<file path="config.mk">
export PLATFORM = sky130hd
export DESIGN_NAME = mp_uart
export DESIGN_NICKNAME = d
export VERILOG_FILES = /design/src/rtl/mp_uart_pkg.sv /design/src/rtl/mp_uart_tick.sv /design/src/rtl/mp_uart_tx.sv /design/src/rtl/mp_uart_rx.sv /design/src/rtl/mp_uart.sv
export SDC_FILE = /design/constraint.sdc
export NUM_CORES = 1
export LEC_CHECK = 0
export ABC_AREA = 0
export CAP_MARGIN = 20
export CELL_PAD_IN_SITES_DETAIL_PLACEMENT = 1
export CELL_PAD_IN_SITES_GLOBAL_PLACEMENT = 2
export CORE_ASPECT_RATIO = 1.5
export CORE_UTILIZATION = 42
export DETAILED_ROUTE_END_ITERATION = 12
export DONT_BUFFER_PORTS = 1
export MAX_ROUTING_LAYER = met4
export PLACE_DENSITY = 0.75
export SYNTH_ARGS = -nofsm -noshare
export SYNTH_HDL_FRONTEND = slang
export SYNTH_SLANG_ARGS = --single-unit
</file>
<file path="constraint.sdc">
create_clock -name clk_i -period 2.83 [get_ports clk_i]
set_clock_uncertainty 0.1 [all_clocks]
set_input_delay 0.1415 -clock clk_i [delete_from_list [all_inputs] [get_ports clk_i]]
set_output_delay 0.1415 -clock clk_i [all_outputs]
set_load 0.05 [all_outputs]
</file>
<file path="src/rtl/mp_uart_pkg.sv">
package mp_uart_pkg;
  typedef enum logic [1:0] {
    MODE_OFF = 2'b00,
    MODE_8V  = 2'b01,
    MODE_9F  = 2'b10,
    MODE_9V  = 2'b11
  } mode_e;

  localparam int DATA_W  = 8;
  localparam int C_MODE_HI = 7;
  localparam int C_MODE_LO = 6;
  localparam int C_FILT  = 5;
  localparam int C_RXEN  = 4;
  localparam int C_TX9   = 3;
  localparam int C_RX9   = 2;
  localparam int C_TXF   = 1;
  localparam int C_RXF   = 0;
endpackage

</file>
<file path="src/rtl/mp_uart_tick.sv">
module mp_uart_tick
  import mp_uart_pkg::*;
#(
  parameter int OVS      = 16,
  parameter int DIV_SLOW = 64,
  parameter int DIV_FAST = 32
) (
  input  logic  clk_i,
  input  logic  rst_ni,
  input  mode_e mode_i,
  input  logic  dbl_i,
  input  logic  ext_tick_i,
  output logic  tick_o
);
  localparam int PER_S = DIV_SLOW / OVS;
  localparam int PER_F = DIV_FAST / OVS;
  localparam int CW    = $clog2(PER_S + 1);

  logic [CW-1:0] cnt_q;
  logic [CW-1:0] lim;
  logic          wrap;

  assign lim  = dbl_i ? CW'(PER_F - 1) : CW'(PER_S - 1);
  assign wrap = (cnt_q >= lim);

  always_ff @(posedge clk_i or negedge rst_ni) begin
    if (!rst_ni)               cnt_q <= '0;
    else if (mode_i != MODE_9F) cnt_q <= '0;
    else if (wrap)             cnt_q <= '0;
    else                       cnt_q <= cnt_q + 1'b1;
  end

  always_comb begin
    if (mode_i == MODE_9F)       tick_o = wrap;
    else if (mode_i == MODE_OFF) tick_o = 1'b0;
    else                         tick_o = ext_tick_i;
  end

  if (PER_F > 1) begin : g_gap_chk
    assert_fix_tick_gap_R5: assert property (@(posedge clk_i) disable iff (!rst_ni)
      (mode_i == MODE_9F && tick_o) |=> (!tick_o || mode_i != MODE_9F));
  end
endmodule

</file>
<file path="src/rtl/mp_uart_tx.sv">
module mp_uart_tx
  import mp_uart_pkg::*;
#(
  parameter int OVS = 16
) (
  input  logic              clk_i,
  input  logic              rst_ni,
  input  logic              tick_i,
  input  logic              start_i,
  input  logic              nine_i,
  input  logic              bit9_i,
  input  logic [DATA_W-1:0] data_i,
  output logic              txd_o,
  output logic              busy_o,
  output logic              done_o
);
  localparam int CW = $clog2(OVS);
  localparam int FW = DATA_W + 3;

  logic [FW-1:0] sh_q;
  logic [CW-1:0] cnt_q;
  logic [3:0]    idx_q;
  logic          nine_q, busy_q, done_q;
  logic [3:0]    last;

  assign last = nine_q ? 4'(FW - 1) : 4'(FW - 2);

  always_ff @(posedge clk_i or negedge rst_ni) begin
    if (!rst_ni) begin
      sh_q   <= '1;
      cnt_q  <= '0;
      idx_q  <= '0;
      nine_q <= 1'b0;
      busy_q <= 1'b0;
      done_q <= 1'b0;
    end else begin
      done_q <= 1'b0;
      if (!busy_q) begin
        if (start_i) begin
          busy_q <= 1'b1;
          nine_q <= nine_i;
          cnt_q  <= '0;
          idx_q  <= '0;
          sh_q   <= nine_i ? {1'b1, bit9_i, data_i, 1'b0} : {2'b11, data_i, 1'b0};
        end
      end else if (tick_i) begin
        if (cnt_q == CW'(OVS - 1)) begin
          cnt_q <= '0;
          if (idx_q == last) begin
            busy_q <= 1'b0;
            done_q <= 1'b1;
          end else begin
            idx_q <= idx_q + 1'b1;
            sh_q  <= {1'b1, sh_q[FW-1:1]};
          end
        end else begin
          cnt_q <= cnt_q + 1'b1;
        end
      end
    end
  end

  assign txd_o  = busy_q ? sh_q[0] : 1'b1;
  assign busy_o = busy_q;
  assign done_o = done_q;

  // a new write must not disturb a frame in flight
  assert_hold_busy_R4: assert property (@(posedge clk_i) disable iff (!rst_ni)
    (busy_q && start_i && !tick_i) |=> $stable(sh_q));
endmodule

</file>
<file path="src/rtl/mp_uart_rx.sv">
module mp_uart_rx
  import mp_uart_pkg::*;
#(
  parameter int OVS = 16
) (
  input  logic              clk_i,
  input  logic              rst_ni,
  input  logic              tick_i,
  input  logic              en_i,
  input  logic              nine_i,
  input  logic              rxd_i,
  output logic              valid_o,
  output logic [DATA_W-1:0] data_o,
  output logic              bit9_o,
  output logic              stop_o
);
  localparam int CW = $clog2(OVS);
  localparam int S1 = OVS / 2 - 2;
  localparam int S2 = OVS / 2 - 1;
  localparam int S3 = OVS / 2;

  logic              s1_q, s2_q, s3_q;
  logic              busy_q, nine_q, v1_q, v2_q, valid_q, b9_q, stop_q;
  logic [CW-1:0]     cnt_q;
  logic [3:0]        idx_q;
  logic [DATA_W-1:0] sh_q;
  logic              maj;

  assign maj = (v1_q & v2_q) | (v1_q & s2_q) | (v2_q & s2_q);

  always_ff @(posedge clk_i or negedge rst_ni) begin
    if (!rst_ni) begin
      s1_q <= 1'b1; s2_q <= 1'b1; s3_q <= 1'b1;
      busy_q <= 1'b0; nine_q <= 1'b0;
      v1_q <= 1'b1; v2_q <= 1'b1;
      valid_q <= 1'b0; b9_q <= 1'b0; stop_q <= 1'b0;
      cnt_q <= '0; idx_q <= '0; sh_q <= '0;
    end else begin
      s1_q <= rxd_i;
      s2_q <= s1_q;
      s3_q <= s2_q;
      valid_q <= 1'b0;
      if (!en_i) begin
        busy_q <= 1'b0;
      end else if (!busy_q) begin
        if (s3_q && !s2_q) begin
          busy_q <= 1'b1;
          nine_q <= nine_i;
          cnt_q  <= '0;
          idx_q  <= '0;
        end
      end else if (tick_i) begin
        if (cnt_q == CW'(S1)) v1_q <= s2_q;
        if (cnt_q == CW'(S2)) v2_q <= s2_q;
        if (cnt_q == CW'(S3)) begin
          if (idx_q == 4'd0) begin
            if (maj) busy_q <= 1'b0;  // false start
          end else if (idx_q <= 4'(DATA_W)) begin
            sh_q <= {maj, sh_q[DATA_W-1:1]};
          end else if (nine_q && idx_q == 4'(DATA_W + 1)) begin
            b9_q <= maj;
          end else begin
            stop_q  <= maj;
            valid_q <= 1'b1;
            busy_q  <= 1'b0;
          end
        end
        if (cnt_q == CW'(OVS - 1)) begin
          cnt_q <= '0;
          idx_q <= idx_q + 1'b1;
        end else begin
          cnt_q <= cnt_q + 1'b1;
        end
      end
    end
  end

  assign valid_o = valid_q;
  assign data_o  = sh_q;
  assign bit9_o  = b9_q;
  assign stop_o  = stop_q;
endmodule

</file>
<file path="src/rtl/mp_uart.sv">
module mp_uart
  import mp_uart_pkg::*;
#(
  parameter int OVS      = 16,
  parameter int DIV_SLOW = 64,
  parameter int DIV_FAST = 32
) (
  input  logic        clk_i,
  input  logic        rst_ni,
  input  logic        baud_tick_i,
  input  logic        dbl_speed_i,
  input  logic        ctrl_we_i,
  input  logic [7:0]  ctrl_wdata_i,
  output logic [7:0]  ctrl_rdata_o,
  input  logic        data_we_i,
  input  logic [7:0]  data_wdata_i,
  output logic [7:0]  data_rdata_o,
  input  logic        rxd_i,
  output logic        txd_o
);
  logic [7:0]        ctrl_q;
  logic [DATA_W-1:0] rbuf_q;
  mode_e             mode;
  logic              tick, nine;
  logic              tx_busy, tx_done, tx_start;
  logic              rx_valid, rx_b9, rx_stop, rx_ok, rx_pass;
  logic [DATA_W-1:0] rx_data;

  assign mode = mode_e'(ctrl_q[C_MODE_HI:C_MODE_LO]);
  assign nine = ctrl_q[C_MODE_HI];

  mp_uart_tick #(.OVS(OVS), .DIV_SLOW(DIV_SLOW), .DIV_FAST(DIV_FAST)) u_tick (
    .clk_i, .rst_ni, .mode_i(mode), .dbl_i(dbl_speed_i),
    .ext_tick_i(baud_tick_i), .tick_o(tick)
  );

  assign tx_start = data_we_i && (mode != MODE_OFF);

  mp_uart_tx #(.OVS(OVS)) u_tx (
    .clk_i, .rst_ni, .tick_i(tick), .start_i(tx_start), .nine_i(nine),
    .bit9_i(ctrl_q[C_TX9]), .data_i(data_wdata_i), .txd_o,
    .busy_o(tx_busy), .done_o(tx_done)
  );

  mp_uart_rx #(.OVS(OVS)) u_rx (
    .clk_i, .rst_ni, .tick_i(tick),
    .en_i(ctrl_q[C_RXEN] && mode != MODE_OFF), .nine_i(nine), .rxd_i,
    .valid_o(rx_valid), .data_o(rx_data), .bit9_o(rx_b9), .stop_o(rx_stop)
  );

  // address filter: ninth bit in 9-bit modes, stop validity in 8-bit mode
  assign rx_pass = !ctrl_q[C_FILT] || (nine ? rx_b9 : rx_stop);
  assign rx_ok   = rx_valid && !ctrl_q[C_RXF] && rx_pass;

  always_ff @(posedge clk_i or negedge rst_ni) begin
    if (!rst_ni) begin
      ctrl_q <= '0;
      rbuf_q <= '0;
    end else begin
      if (ctrl_we_i) ctrl_q <= ctrl_wdata_i;
      if (tx_done)   ctrl_q[C_TXF] <= 1'b1;
      if (rx_ok) begin
        ctrl_q[C_RXF] <= 1'b1;
        ctrl_q[C_RX9] <= nine ? rx_b9 : rx_stop;
        rbuf_q        <= rx_data;
      end
    end
  end

  assign ctrl_rdata_o = ctrl_q;
  assign data_rdata_o = rbuf_q;

  assert_rxf_sw_clear_R11: assert property (@(posedge clk_i) disable iff (!rst_ni)
    $fell(ctrl_q[C_RXF]) |-> $past(ctrl_we_i));
  assert_txf_sw_clear_R11: assert property (@(posedge clk_i) disable iff (!rst_ni)
    $fell(ctrl_q[C_TXF]) |-> $past(ctrl_we_i));
  assert_txf_after_stop_R4: assert property (@(posedge clk_i) disable iff (!rst_ni)
    ($rose(ctrl_q[C_TXF]) && !$past(ctrl_we_i)) |-> $past(txd_o));
  assert_hold_buf_R10: assert property (@(posedge clk_i) disable iff (!rst_ni)
    ctrl_q[C_RXF] |=> $stable(rbuf_q));
  assert_addr_only_R8: assert property (@(posedge clk_i) disable iff (!rst_ni)
    ($rose(ctrl_q[C_RXF]) && !$past(ctrl_we_i) && $past(ctrl_q[C_MODE_HI])
     && $past(ctrl_q[C_FILT])) |-> ctrl_q[C_RX9]);
endmodule

</file>
==> load_flow_metrics.sql, run 1 <==
INSERT INTO impl_metrics (metric_group, metric, value, unit) VALUES
('layout', 'nNetsFinal', '320', ''),
('synthesis', 'synthesized_area_per_cell', '12.2', 'um^2'),
('synthesis', 'synth-main-ff-cell', 'sky130_fd_sc_hd__dfrtp_1', ''),
('clock_network', 'clk_pin_slew_worst_paths', '70', 'ps'),
('layout', 'diodes', '0', ''),
('clock_network', 'tritoncts_clock_tree', 'yes', ''),
('pwr', 'power.combinational.fraction', '0.172', ''),
('die', 'coreArea', '7270', 'um^2'),
('layout', 'seqCellArea', '1670', 'um^2'),
('timing', 'fin_setup_tns', '0', 'ps'),
('clock_network', 'cts_inserted_buffers', '9', ''),
('drt', 'drc_errors', '0', ''),
('global_routing', 'global_route_wire_length_before_repair', '11.6', 'mm'),
('synthesis', 'synthDistinctLibCells', '46', ''),
('synthesis', 'synthCells', '261', ''),
('drt', 'detailedRoute.firstIterationViolations', '49', ''),
('layout', 'multiInputGateArea', '1420', 'um^2'),
('global_routing', 'total_gr_overflow', '0', ''),
('outcome', 'outcome', 'completed', ''),
('place', 'globalplace.congestion', '0.758', ''),
('synthesis', 'number_of_warnings_reported_in_the_yosys_synthesis_log', '0', ''),
('place', 'detailedPlacementHpwl', '4.78', 'mm'),
('critical_path', 'startpoint_type_of_the_worst_setup_path', 'register', ''),
('clock_network', 'clock_sinks', '66', ''),
('timing', 'worst_pin_slew', '988', 'ps'),
('timing', 'finalHoldViolations', '0', ''),
('pwr', 'cellLeakagePower', '1.72', 'nW'),
('drt', 'drt-wirelength-per-cell', '17.7', 'um'),
('flow_run', 'max_cap_violations', '0', ''),
('timing', 'maxClockFrequency', '451', 'MHz'),
('drt', 'route.vias.total', '2152', ''),
('synthesis', 'yosysSeqAreaShare', '0.524', ''),
('clock_network', 'max-clock-path-buffers', '2', ''),
('timing', 'grt_setup_unrepaired', 'no', ''),
('place', 'placement.setup.worst_slack', '572', 'ps'),
('global_routing', 'pin_count_of_the_biggest_net_entering_global_routing', '67', ''),
('die', 'fp-row-count', '38', ''),
('pwr', 'switching_power', '715', 'uW'),
('drt', 'wl', '6.94', 'mm'),
('critical_path', 'slowest_delay', '630', 'ps'),
('die', 'dieArea', '7940', 'um^2'),
('critical_path', 'worstSetupPathType', 'register to register', ''),
('global_routing', 'met1_usage', '0.230', ''),
('pwr', 'clock_power_share', '0.314', ''),
('pwr', 'seqPwrFrac', '0.514', ''),
('global_routing', 'grtUsageTotal', '0.203', ''),
('clock_network', 'h-tree-depth', '3', ''),
('synthesis', 'synth-async-reset-ratio', '1.00', ''),
('die', 'top_level_ports', '40', ''),
('timing', 'slew_violations', '0', ''),
('place', 'placement.io_buffers', '0', ''),
('critical_path', 'slowest_stage', 'sky130_fd_sc_hd__or4_4', ''),
('critical_path', 'worstPathRequired', '2950', 'ps'),
('critical_path', 'cp_num_buf_inv', '0', ''),
('global_routing', 'number_of_global_route_vias_before_repair', '2348', ''),
('timing', 'post-route-period-util', '0.784', ''),
('drt', 'vias_per_cell', '5.49', ''),
('die', 'initial_core_util', '0.438', ''),
('pwr', 'netSwitchingFraction', '0.303', ''),
('pwr', 'cellPowerDensity', '637', 'nW/um^2'),
('clock_network', 'postCtsSetupBuffers', '0', ''),
('layout', 'synthToLayoutAreaGrowth', '16.4', '%'),
('global_routing', 'grt.met3_usage', '0.0333', ''),
('synthesis', 'synth_edf_count', '0', ''),
('clock_network', 'clockRootBuffer', 'sky130_fd_sc_hd__clkbuf_8', ''),
('layout', 'nFillCells', '778', ''),
('global_routing', 'antenna_found_initial', '0', ''),
('pwr', 'internal_power_of_the_cells', '1.65', 'mW'),
('timing', 'setup_viol_count_final', '0', ''),
('drt', 'detail-route-antenna-nets', '0', ''),
('synthesis', 'netlist_area', '3190', 'um^2');
kinds of logic (layout without fill, tap and decap cells):
kind of cell | count (synthesis) | after routing | synth area share
compound gates | 51 | 51 | 0.107
fa+ha+maj | 11 | 11 | 0.0424
flops | 66 | 66 | 0.524
simple gates | 64 | 64 | 0.120
mux | 47 | 47 | 0.174
buf+inv | 22 | 53 | 0.0314
cell usage after synthesis (3+ instances only):
cell	instances	share of area
sky130_fd_sc_hd__dfrtp_1	51	0.40
sky130_fd_sc_hd__mux2_2	36	0.13
sky130_fd_sc_hd__dfstp_2	15	0.12
sky130_fd_sc_hd__o21ai_0	13	0.020
sky130_fd_sc_hd__nand2_1	11	0.013
sky130_fd_sc_hd__a21oi_1	10	0.016
sky130_fd_sc_hd__ha_1	10	0.039
sky130_fd_sc_hd__inv_1	9	0.011
sky130_fd_sc_hd__mux2_4	8	0.038
sky130_fd_sc_hd__nand3_1	8	0.013
sky130_fd_sc_hd__clkbuf_1	7	0.0082
sky130_fd_sc_hd__nand4_1	7	0.014
sky130_fd_sc_hd__nor3_1	7	0.011
sky130_fd_sc_hd__and3_1	6	0.012
sky130_fd_sc_hd__nor2b_1	6	0.012
sky130_fd_sc_hd__a211oi_1	5	0.012
sky130_fd_sc_hd__a211o_1	4	0.011
sky130_fd_sc_hd__nand2b_1	4	0.0079
sky130_fd_sc_hd__nor2_1	4	0.0047
sky130_fd_sc_hd__mux2i_1	3	0.0094
power by group through the flow:
stage	clock (mW)	sequential, mW	combinational [mW]
final	0.741	1.21	0.406
after global placement	0	1.23	0.351
after CTS	0.766	1.21	0.412
after global routing	0.807	1.23	0.459
after floorplan	0	1.19	0.295
after detailed placement	0	1.23	0.363
tightest hold or removal path: stages:
cell	delay [ps]
sky130_fd_sc_hd__o21ai_1	100
sky130_fd_sc_hd__buf_4	170
sky130_fd_sc_hd__a21oi_1	60
placed cells by master (no fill, tap or decap), types with 3 or more instances in the layout:
master                          instances
sky130_fd_sc_hd__dfrtp_1               51
sky130_fd_sc_hd__mux2_2                36
sky130_fd_sc_hd__dlygate4sd3_1         19
sky130_fd_sc_hd__dfstp_2               15
sky130_fd_sc_hd__o21ai_0               13
sky130_fd_sc_hd__clkbuf_8              12
sky130_fd_sc_hd__nand2_1               11
sky130_fd_sc_hd__a21oi_1               10
sky130_fd_sc_hd__ha_1                  10
sky130_fd_sc_hd__inv_1                  9
sky130_fd_sc_hd__nand3_1                8
sky130_fd_sc_hd__mux2_4                 8
sky130_fd_sc_hd__buf_4                  8
sky130_fd_sc_hd__nor3_1                 7
sky130_fd_sc_hd__nand4_1                7
sky130_fd_sc_hd__and3_1                 6
sky130_fd_sc_hd__nor2b_1                6
sky130_fd_sc_hd__a211oi_1               5
sky130_fd_sc_hd__nand2b_1               4
sky130_fd_sc_hd__a211o_1                4
sky130_fd_sc_hd__nor2_1                 4
sky130_fd_sc_hd__mux2i_1                3
metrics by stage:
| stage | instances | total power, mW | instance area (um^2) | hold WS, ps | utilization |
|---|---|---|---|---|---|
| final | 392 | 2.36 | 3710 | 77.7 | 0.510 |
| after floorplan | 261 | 1.48 | 3190 | -254 | - |
| after global routing | 392 | 2.49 | 3710 | 79.0 | 0.510 |
| after global placement | 356 | 1.58 | 3300 | -252 | 0.454 |
| after detailed placement | 356 | 1.59 | 3300 | -252 | 0.454 |
| after CTS | 392 | 2.39 | 3710 | 71.5 | 0.510 |
what timing repair did:
action / CTS / global route
gates resized for setup: 0 / 0
hold endpoints to repair: 83 / 0
hold buffers: 20 / 0
cell type report:
| class | instances | share of cell area |
|---|---|---|
| inverter | 9 | 0.00911 |
| multi-input combinational | 173 | 0.382 |
| timing repair buffer | 28 | 0.0749 |
| tap | 100 | 0.0337 |
| clock buffer | 14 | 0.0466 |
| clock inverter | 2 | 0.00337 |
| sequential | 66 | 0.451 |
state kept, by name, indices dropped and copies added, names as in the netlist:
signal and count:
u_rx.stop_o 1, u_rx.bit9_o 1, u_rx.nine_q 1, u_rx.v1_q 1
u_tx.done_o 1, u_rx.s3_q 1, u_rx.cnt_q 4, u_tx.nine_q 1
u_rx.idx_q 4, u_rx.s2_q 1, u_rx.data_o 8, u_tx.idx_q 4
u_tick.cnt_q 3, data_rdata_o 8, u_rx.v2_q 1, ctrl_rdata_o 8
u_tx.busy_o 1, u_rx.s1_q 1, u_rx.valid_o 1, u_tx.cnt_q 4
u_rx.busy_q 1, u_tx.sh_q 10
worst paths after layout:
kind | start | end | slack [ps] | depth (start not counted)
max reg2reg | u_tick.cnt_q[1] | u_rx.data_o[5] | 610 | 5
max | u_tick.cnt_q[1] | u_rx.data_o[5] | 610 | 5
min in group asynchronous | rst_ni | data_rdata_o[4] | 230 | 2
min | data_we_i | u_tx.busy_o | 80 | 3
max in group asynchronous | rst_ni | u_tx.sh_q[2] | 2060 | 2
min reg2reg | u_rx.s1_q | u_rx.s2_q | 260 | 0
layer usage:
layer,vias up,routed length (um),share of wire
met3,11,192,0.028
li1,1010,-,-
met4,0,153,0.022
met2,36,3680,0.53
met1,1095,2910,0.42
met5,-,0,0
Power figures use the tool's default switching activity.
==> run 2, diff against run 1 <==
CORE_UTILIZATION = 38   (was 42)
PLACE_DENSITY = 0.71   (was 0.75)
clock period = 1.85 ns   (was 2.83 ns; I/O delays follow)
==> load_flow_metrics.sql, run 2 (synthesis gave the netlist of run 1 again) <==
INSERT INTO impl_metrics (metric_group, metric, value, unit) VALUES
('outcome', 'outcome', 'finished, violations left', ''),
('outcome', 'failed_checks', 'setup timing', ''),
('critical_path', 'slowest_stage', 'sky130_fd_sc_hd__or4_4', ''),
('drt', 'route.vias.total', '2456', ''),
('global_routing', 'antenna_found_initial', '0', ''),
('drt', 'wl', '8.78', 'mm'),
('die', 'initial_core_util', '0.395', ''),
('critical_path', 'startpoint_type_of_the_worst_setup_path', 'register', ''),
('timing', 'slew_violations', '0', ''),
('timing', 'worst_pin_slew', '583', 'ps'),
('place', 'post-place-cells', '400', ''),
('layout', 'nNetsFinal', '375', ''),
('die', 'fp-row-count', '40', ''),
('critical_path', 'slowest_delay', '530', 'ps'),
('critical_path', 'worstSetupPathType', 'register to register', ''),
('drt', 'drt-wirelength-per-cell', '19.4', 'um'),
('drt', 'detailedRoute.firstIterationViolations', '79', ''),
('timing', 'maxClockFrequency', '490', 'MHz'),
('clock_network', 'clk_pin_slew_worst_paths', '50', 'ps'),
('critical_path', 'crit-reg2reg-capture', 'u_rx.data_o[3]', ''),
('timing', 'final_worst_path_period_need', '2040', 'ps'),
('min_path', 'hold_path_depth', '4', ''),
('layout', 'mostFrequentLayoutCell', 'sky130_fd_sc_hd__buf_4', ''),
('clock_network', 'clkLatencyLatePin', '330', 'ps'),
('critical_path', 'critPathTopFamily', 'simple AND/OR/NAND/NOR gates', ''),
('critical_path', 'cp_data_arrival_time', '2160', 'ps'),
('clock_network', 'tritoncts_clock_tree', 'yes', ''),
('layout', 'nFillCells', '843', ''),
('global_routing', 'total_gr_overflow', '0', ''),
('die', 'die_w', '76.8', 'um'),
('global_routing', 'number_of_global_route_vias_before_repair', '2745', ''),
('layout', 'largest-register', 'u_tx.sh_q', ''),
('global_routing', 'grtUsageTotal', '0.228', ''),
('critical_path', 'setup.reg_to_reg.worst_slack', '-190', 'ps'),
('place', 'globalplace.congestion', '0.787', ''),
('critical_path', 'path_max_fanout', '8', ''),
('die', 'coreArea', '8060', 'um^2'),
('global_routing', 'global_route_wire_length_before_repair', '14.6', 'mm'),
('critical_path', 'rr_worst_depth', '5', ''),
('timing', 'setup_viol_count_final', '35', ''),
('layout', 'flip_flop_count_of_the_largest_register_after_layout', '10', ''),
('drt', 'detail-route-antenna-nets', '0', ''),
('die', 'dieArea', '8760', 'um^2'),
('clock_network', 'cts_inserted_buffers', '9', ''),
('timing', 'grt_setup_unrepaired', 'yes', ''),
('place', 'placement.setup.worst_slack', '-223', 'ps'),
('clock_network', 'clock_sinks', '66', ''),
('min_path', 'min_path_type', 'input port to register', ''),
('drt', 'drt_first_pass_iters', '4', ''),
('clock_network', 'max-clock-path-buffers', '2', ''),
('timing', 'worst_slack', '-192', 'ps'),
('critical_path', 'crit_reg_reg_startpoint', 'u_tick.cnt_q[1]', ''),
('place', 'placement.io_buffers', '0', ''),
('layout', 'mostFrequentLayoutCells', '53 x sky130_fd_sc_hd__buf_4, 47 x sky130_fd_sc_hd__dfrtp_1, 27 x sky130_fd_sc_hd__mux2_2, 19 x sky130_fd_sc_hd__dlygate4sd3_1, 17 x sky130_fd_sc_hd__mux2_4', ''),
('global_routing', 'pin_count_of_the_biggest_net_entering_global_routing', '67', ''),
('layout', 'diodes', '0', ''),
('die', 'die_h', '114', 'um'),
('critical_path', 'timing.critical_path.from', 'u_tick.cnt_q[1]', ''),
('timing', 'finalHoldViolations', '0', ''),
('place', 'detailedPlacementHpwl', '5.59', 'mm'),
('pwr', 'cellLeakagePower', '2.10', 'nW'),
('flow_run', 'max_cap_violations', '0', ''),
('timing', 'post-route-period-util', '1.10', ''),
('drt', 'vias_per_cell', '5.43', ''),
('clock_network', 'h-tree-depth', '3', ''),
('critical_path', 'worstPathRequired', '1970', 'ps'),
('layout', 'final_cell_count_no_fill', '452', ''),
('layout', 'post_route_cells_drive_above_1_share', '0.481', ''),
('drt', 'drc_errors', '0', ''),
('critical_path', 'list_of_cells_traversed_by_the_critical_path', 'ha_4 -> nand2_4 -> a21o_1 -> or4_4 -> mux2_4', ''),
('timing', 'timing.slew.headroom', '0.611', ''),
('timing', 'tightest_hold_margin', '175', 'ps'),
('pwr', 'power.ir.vdd_worst', '0.592', 'mV'),
('clock_network', 'clockRootBuffer', 'sky130_fd_sc_hd__clkbuf_16', ''),
('pwr', 'cellPowerDensity', '996', 'nW/um^2'),
('layout', 'synthToLayoutAreaGrowth', '40.8', '%'),
('critical_path', 'critPathCaptureType', 'register', ''),
('die', 'top_level_ports', '40', ''),
('critical_path', 'worst_setup_endpoint', 'u_rx.data_o[3]', ''),
('critical_path', 'cp_num_buf_inv', '0', ''),
('critical_path', 'path_depth', '5', '');
==> run 2: tightest hold or removal path, stage by stage <==
cell and delay (ps):
sky130_fd_sc_hd__ha_4 120, sky130_fd_sc_hd__nand2_4 50, sky130_fd_sc_hd__buf_6 130, sky130_fd_sc_hd__and3_1 170
==> run 2: cell type report <==
type                            count  area, um^2  share of cell area
Clock inverter                      3        17.5             0.00391
Clock buffer                       13         240              0.0536
Multi-Input combinational cell    173        1620               0.362
Inverter                            9        33.8             0.00753
Tap cell                          105         131              0.0293
Timing Repair Buffer               83         763               0.170
Sequential cell                    66        1680               0.374
==> run 2: where the power goes <==
| group | switching [mW] | internal [mW] | leakage, nW |
|---|---|---|---|
| combinational | 0.558 | 0.594 | 1.15 |
| sequential | 0.180 | 1.63 | 0.824 |
| clock | 0.604 | 0.903 | 0.124 |
| total | 1.34 | 3.13 | 2.10 |
==> run 2: worst min-delay path by stage <==
stage                                  to        start
final                     u_tick.cnt_q[1]  dbl_speed_i
after detailed placement  data_rdata_o[4]       rst_ni
after floorplan           ctrl_rdata_o[0]       rst_ni
after global routing      u_tick.cnt_q[1]  dbl_speed_i
after CTS                 u_tick.cnt_q[1]  dbl_speed_i
after global placement    ctrl_rdata_o[5]       rst_ni
==> run 2: routing by layer <==
| layer | up-vias | track usage | part of all wire |
|---|---|---|---|
| li1 | 1124 | - | - |
| met1 | 1277 | 0.251 | 0.40 |
| met2 | 40 | 0.402 | 0.55 |
| met3 | 15 | 0.0414 | 0.027 |
| met4 | 0 | 0.0962 | 0.023 |
| met5 | - | - | 0 |
==> run 2: timing repair <==
action	CTS	global route
gates cloned	2	0
buffers inserted	9	6
hold endpoints to repair	84	0
hold buffers	21	0
pin swaps	7	7
endpoints found under the setup margin	42	50
resized for setup	25	18
==> run 2: per-stage QoR <==
stage	util	setup TNS (ps)	power [mW]	instance area (um^2)
global route	0.557	-6030	4.70	4490
floorplan	-	-2790	2.30	3240
global placement	0.453	-3690	2.62	3650
detailed placement	0.453	-4630	2.65	3650
finish	0.557	-3920	4.47	4490
CTS	0.542	-3700	4.41	4370
==> run 3, diff against run 2 <==
CTS_BUF_LIST = sky130_fd_sc_hd__clkbuf_16   (was unset)
RECOVER_POWER = 50   (was unset)
==> load_flow_metrics.sql, run 3 (synthesis gave the netlist of run 1 again) <==
INSERT INTO impl_metrics (metric_group, metric, value, unit) VALUES
('layout', 'mostFrequentLayoutCell', 'sky130_fd_sc_hd__buf_4', ''),
('drt', 'drc_errors', '0', ''),
('clock_network', 'clk_pin_slew_worst_paths', '50', 'ps'),
('global_routing', 'number_of_global_route_vias_before_repair', '2740', ''),
('timing', 'timing.slew.headroom', '0.391', ''),
('min_path', 'min_path_type', 'input port to register', ''),
('die', 'die_h', '114', 'um'),
('timing', 'maxClockFrequency', '491', 'MHz'),
('die', 'fp-row-count', '40', ''),
('drt', 'detailedRoute.firstIterationViolations', '100', ''),
('pwr', 'cellLeakagePower', '2.11', 'nW'),
('place', 'post-place-cells', '400', ''),
('drt', 'vias_per_cell', '5.41', ''),
('pwr', 'seqPwrFrac', '0.408', ''),
('critical_path', 'cp_num_buf_inv', '0', ''),
('pwr', 'clock_power_share', '0.335', ''),
('clock_network', 'clockRootBuffer', 'sky130_fd_sc_hd__clkbuf_16', ''),
('critical_path', 'list_of_cells_traversed_by_the_critical_path', 'ha_4 -> nand2_4 -> a21o_1 -> or4_4 -> mux2_4', ''),
('drt', 'wl', '8.76', 'mm'),
('outcome', 'failed_checks', 'setup timing', ''),
('global_routing', 'antenna_found_initial', '0', ''),
('die', 'initial_core_util', '0.395', ''),
('timing', 'worst_pin_slew', '913', 'ps'),
('critical_path', 'critPathTopFamily', 'simple AND/OR/NAND/NOR gates', ''),
('critical_path', 'slowest_delay', '530', 'ps'),
('global_routing', 'global_route_wire_length_before_repair', '14.6', 'mm'),
('clock_network', 'max-clock-path-buffers', '2', ''),
('layout', 'mostFrequentLayoutCells', '53 x sky130_fd_sc_hd__buf_4, 47 x sky130_fd_sc_hd__dfrtp_1, 27 x sky130_fd_sc_hd__mux2_2, 19 x sky130_fd_sc_hd__dlygate4sd3_1, 17 x sky130_fd_sc_hd__mux2_4', ''),
('pwr', 'power.ir.vdd_worst', '0.594', 'mV'),
('timing', 'post-route-period-util', '1.10', ''),
('clock_network', 'tritoncts_clock_tree', 'yes', ''),
('critical_path', 'worstPathRequired', '1970', 'ps'),
('layout', 'multiInputGateArea', '1620', 'um^2'),
('pwr', 'cellPowerDensity', '995', 'nW/um^2'),
('drt', 'route.vias.total', '2446', ''),
('layout', 'final_cell_count_no_fill', '452', ''),
('clock_network', 'cts_inserted_buffers', '9', ''),
('drt', 'drt_first_pass_iters', '4', ''),
('layout', 'diodes', '0', ''),
('layout', 'synthToLayoutAreaGrowth', '40.2', '%'),
('critical_path', 'slowest_stage', 'sky130_fd_sc_hd__or4_4', ''),
('outcome', 'outcome', 'finished, violations left', ''),
('pwr', 'internal_power_of_the_cells', '3.10', 'mW'),
('layout', 'nNetsFinal', '375', ''),
('pwr', 'switching_power', '1.34', 'mW'),
('clock_network', 'clock_sinks', '66', ''),
('critical_path', 'worstSetupPathType', 'register to register', ''),
('flow_run', 'max_cap_violations', '0', ''),
('drt', 'detail-route-antenna-nets', '0', ''),
('drt', 'drt-wirelength-per-cell', '19.4', 'um'),
('layout', 'nFillCells', '845', ''),
('global_routing', 'grtUsageTotal', '0.228', ''),
('timing', 'slew_violations', '0', ''),
('die', 'die_w', '76.8', 'um'),
('die', 'dieArea', '8760', 'um^2'),
('pwr', 'netSwitchingFraction', '0.302', ''),
('critical_path', 'critPathCaptureType', 'register', ''),
('place', 'globalplace.congestion', '0.787', ''),
('pwr', 'power.combinational.fraction', '0.257', ''),
('timing', 'fin_setup_tns', '-3820', 'ps'),
('critical_path', 'startpoint_type_of_the_worst_setup_path', 'register', ''),
('critical_path', 'cp_data_arrival_time', '2160', 'ps'),
('timing', 'grt_setup_unrepaired', 'yes', ''),
('place', 'detailedPlacementHpwl', '5.59', 'mm'),
('layout', 'post_route_cells_drive_above_1_share', '0.478', ''),
('global_routing', 'total_gr_overflow', '0', ''),
('layout', 'flip_flop_count_of_the_largest_register_after_layout', '10', ''),
('timing', 'finalHoldViolations', '0', ''),
('layout', 'largest-register', 'u_tx.sh_q', ''),
('global_routing', 'pin_count_of_the_biggest_net_entering_global_routing', '67', ''),
('place', 'placement.io_buffers', '0', ''),
('critical_path', 'path_max_fanout', '8', ''),
('clock_network', 'h-tree-depth', '3', ''),
('die', 'coreArea', '8060', 'um^2'),
('layout', 'seqCellArea', '1680', 'um^2'),
('timing', 'worst_slack', '-187', 'ps'),
('layout', 'post-route-util', '0.554', ''),
('die', 'top_level_ports', '40', ''),
('timing', 'setup_viol_count_final', '32', ''),
('clock_network', 'clkLatencyLatePin', '330', 'ps'),
('timing', 'final_worst_path_period_need', '2040', 'ps');
[run 3: changes by cell type in the layout (fill, tap and decap cells not counted)]
| cell | change |
|---|---|
| sky130_fd_sc_hd__clkbuf_1 | -4 |
| sky130_fd_sc_hd__dfstp_2 | -1 |
| sky130_fd_sc_hd__buf_16 | -1 |
| sky130_fd_sc_hd__clkbuf_4 | +1 |
| sky130_fd_sc_hd__dfstp_1 | +1 |
| sky130_fd_sc_hd__inv_1 | +4 |
[run 3: per-layer routing]
| metal | GRT usage | part of all wire | up-vias |
|---|---|---|---|
| met5 | - | 0 | - |
| li1 | - | - | 1124 |
| met4 | 0.0962 | 0.022 | 0 |
| met1 | 0.251 | 0.40 | 1259 |
| met3 | 0.0414 | 0.030 | 14 |
| met2 | 0.402 | 0.55 | 49 |
[run 3: cell type report]
type                            count  share of cell area
Sequential cell                    66               0.375
Multi-Input combinational cell    173               0.364
Timing Repair Buffer               83               0.166
Clock buffer                        9              0.0504
Tap cell                          105              0.0294
Inverter                            9             0.00757
Clock inverter                      7             0.00728
[run 3: stage by stage]
step                      setup WS (ps)  instance area [um^2]  total power, mW  hold slack (ps)
after global placement             -173                  3650             2.62             -301
after CTS                          -181                  4370             4.39              181
final                              -187                  4470             4.44              174
after global routing               -218                  4470             4.67              168
after floorplan                    -181                  3240             2.30             -303
after detailed placement           -223                  3650             2.65             -301
[run 3: tightest hold or removal path: stages]
cell and delay, ps:
sky130_fd_sc_hd__ha_4 120, sky130_fd_sc_hd__nand2_4 50, sky130_fd_sc_hd__buf_6 130, sky130_fd_sc_hd__and3_1 170
[run 3: final timing paths]
check | end | startpoint | slack (ps) | cells after the start
setup / recovery | u_rx.data_o[3] | u_tick.cnt_q[1] | -190 | 5
setup reg to reg | u_rx.data_o[3] | u_tick.cnt_q[1] | -190 | 5
hold reg to reg | u_rx.s2_q | u_rx.s1_q | 260 | 0
hold / removal | u_tick.cnt_q[1] | dbl_speed_i | 170 | 4
min in group asynchronous | data_rdata_o[0] | rst_ni | 390 | 2
max in group asynchronous | ctrl_rdata_o[6] | rst_ni | 630 | 2
[run 3: power groups by stage]
stage | registers (mW) | clock network (mW) | logic (mW)
global placement | 1.81 | 0 | 0.814
floorplan | 1.82 | 0 | 0.472
global route | 1.84 | 1.58 | 1.26
CTS | 1.80 | 1.52 | 1.07
finish | 1.81 | 1.49 | 1.14
detailed placement | 1.81 | 0 | 0.834
[run 3: repair_timing]
| item | in CTS | in global routing |
|---|---|---|
| hold buffers | 21 | 0 |
| setup buffers | 9 | 6 |
| setup endpoints to repair | 42 | 50 |
| pin swaps | 7 | 7 |
| hold endpoints to repair | 84 | 0 |
| gates resized for setup | 25 | 18 |
| cloned | 2 | 0 |
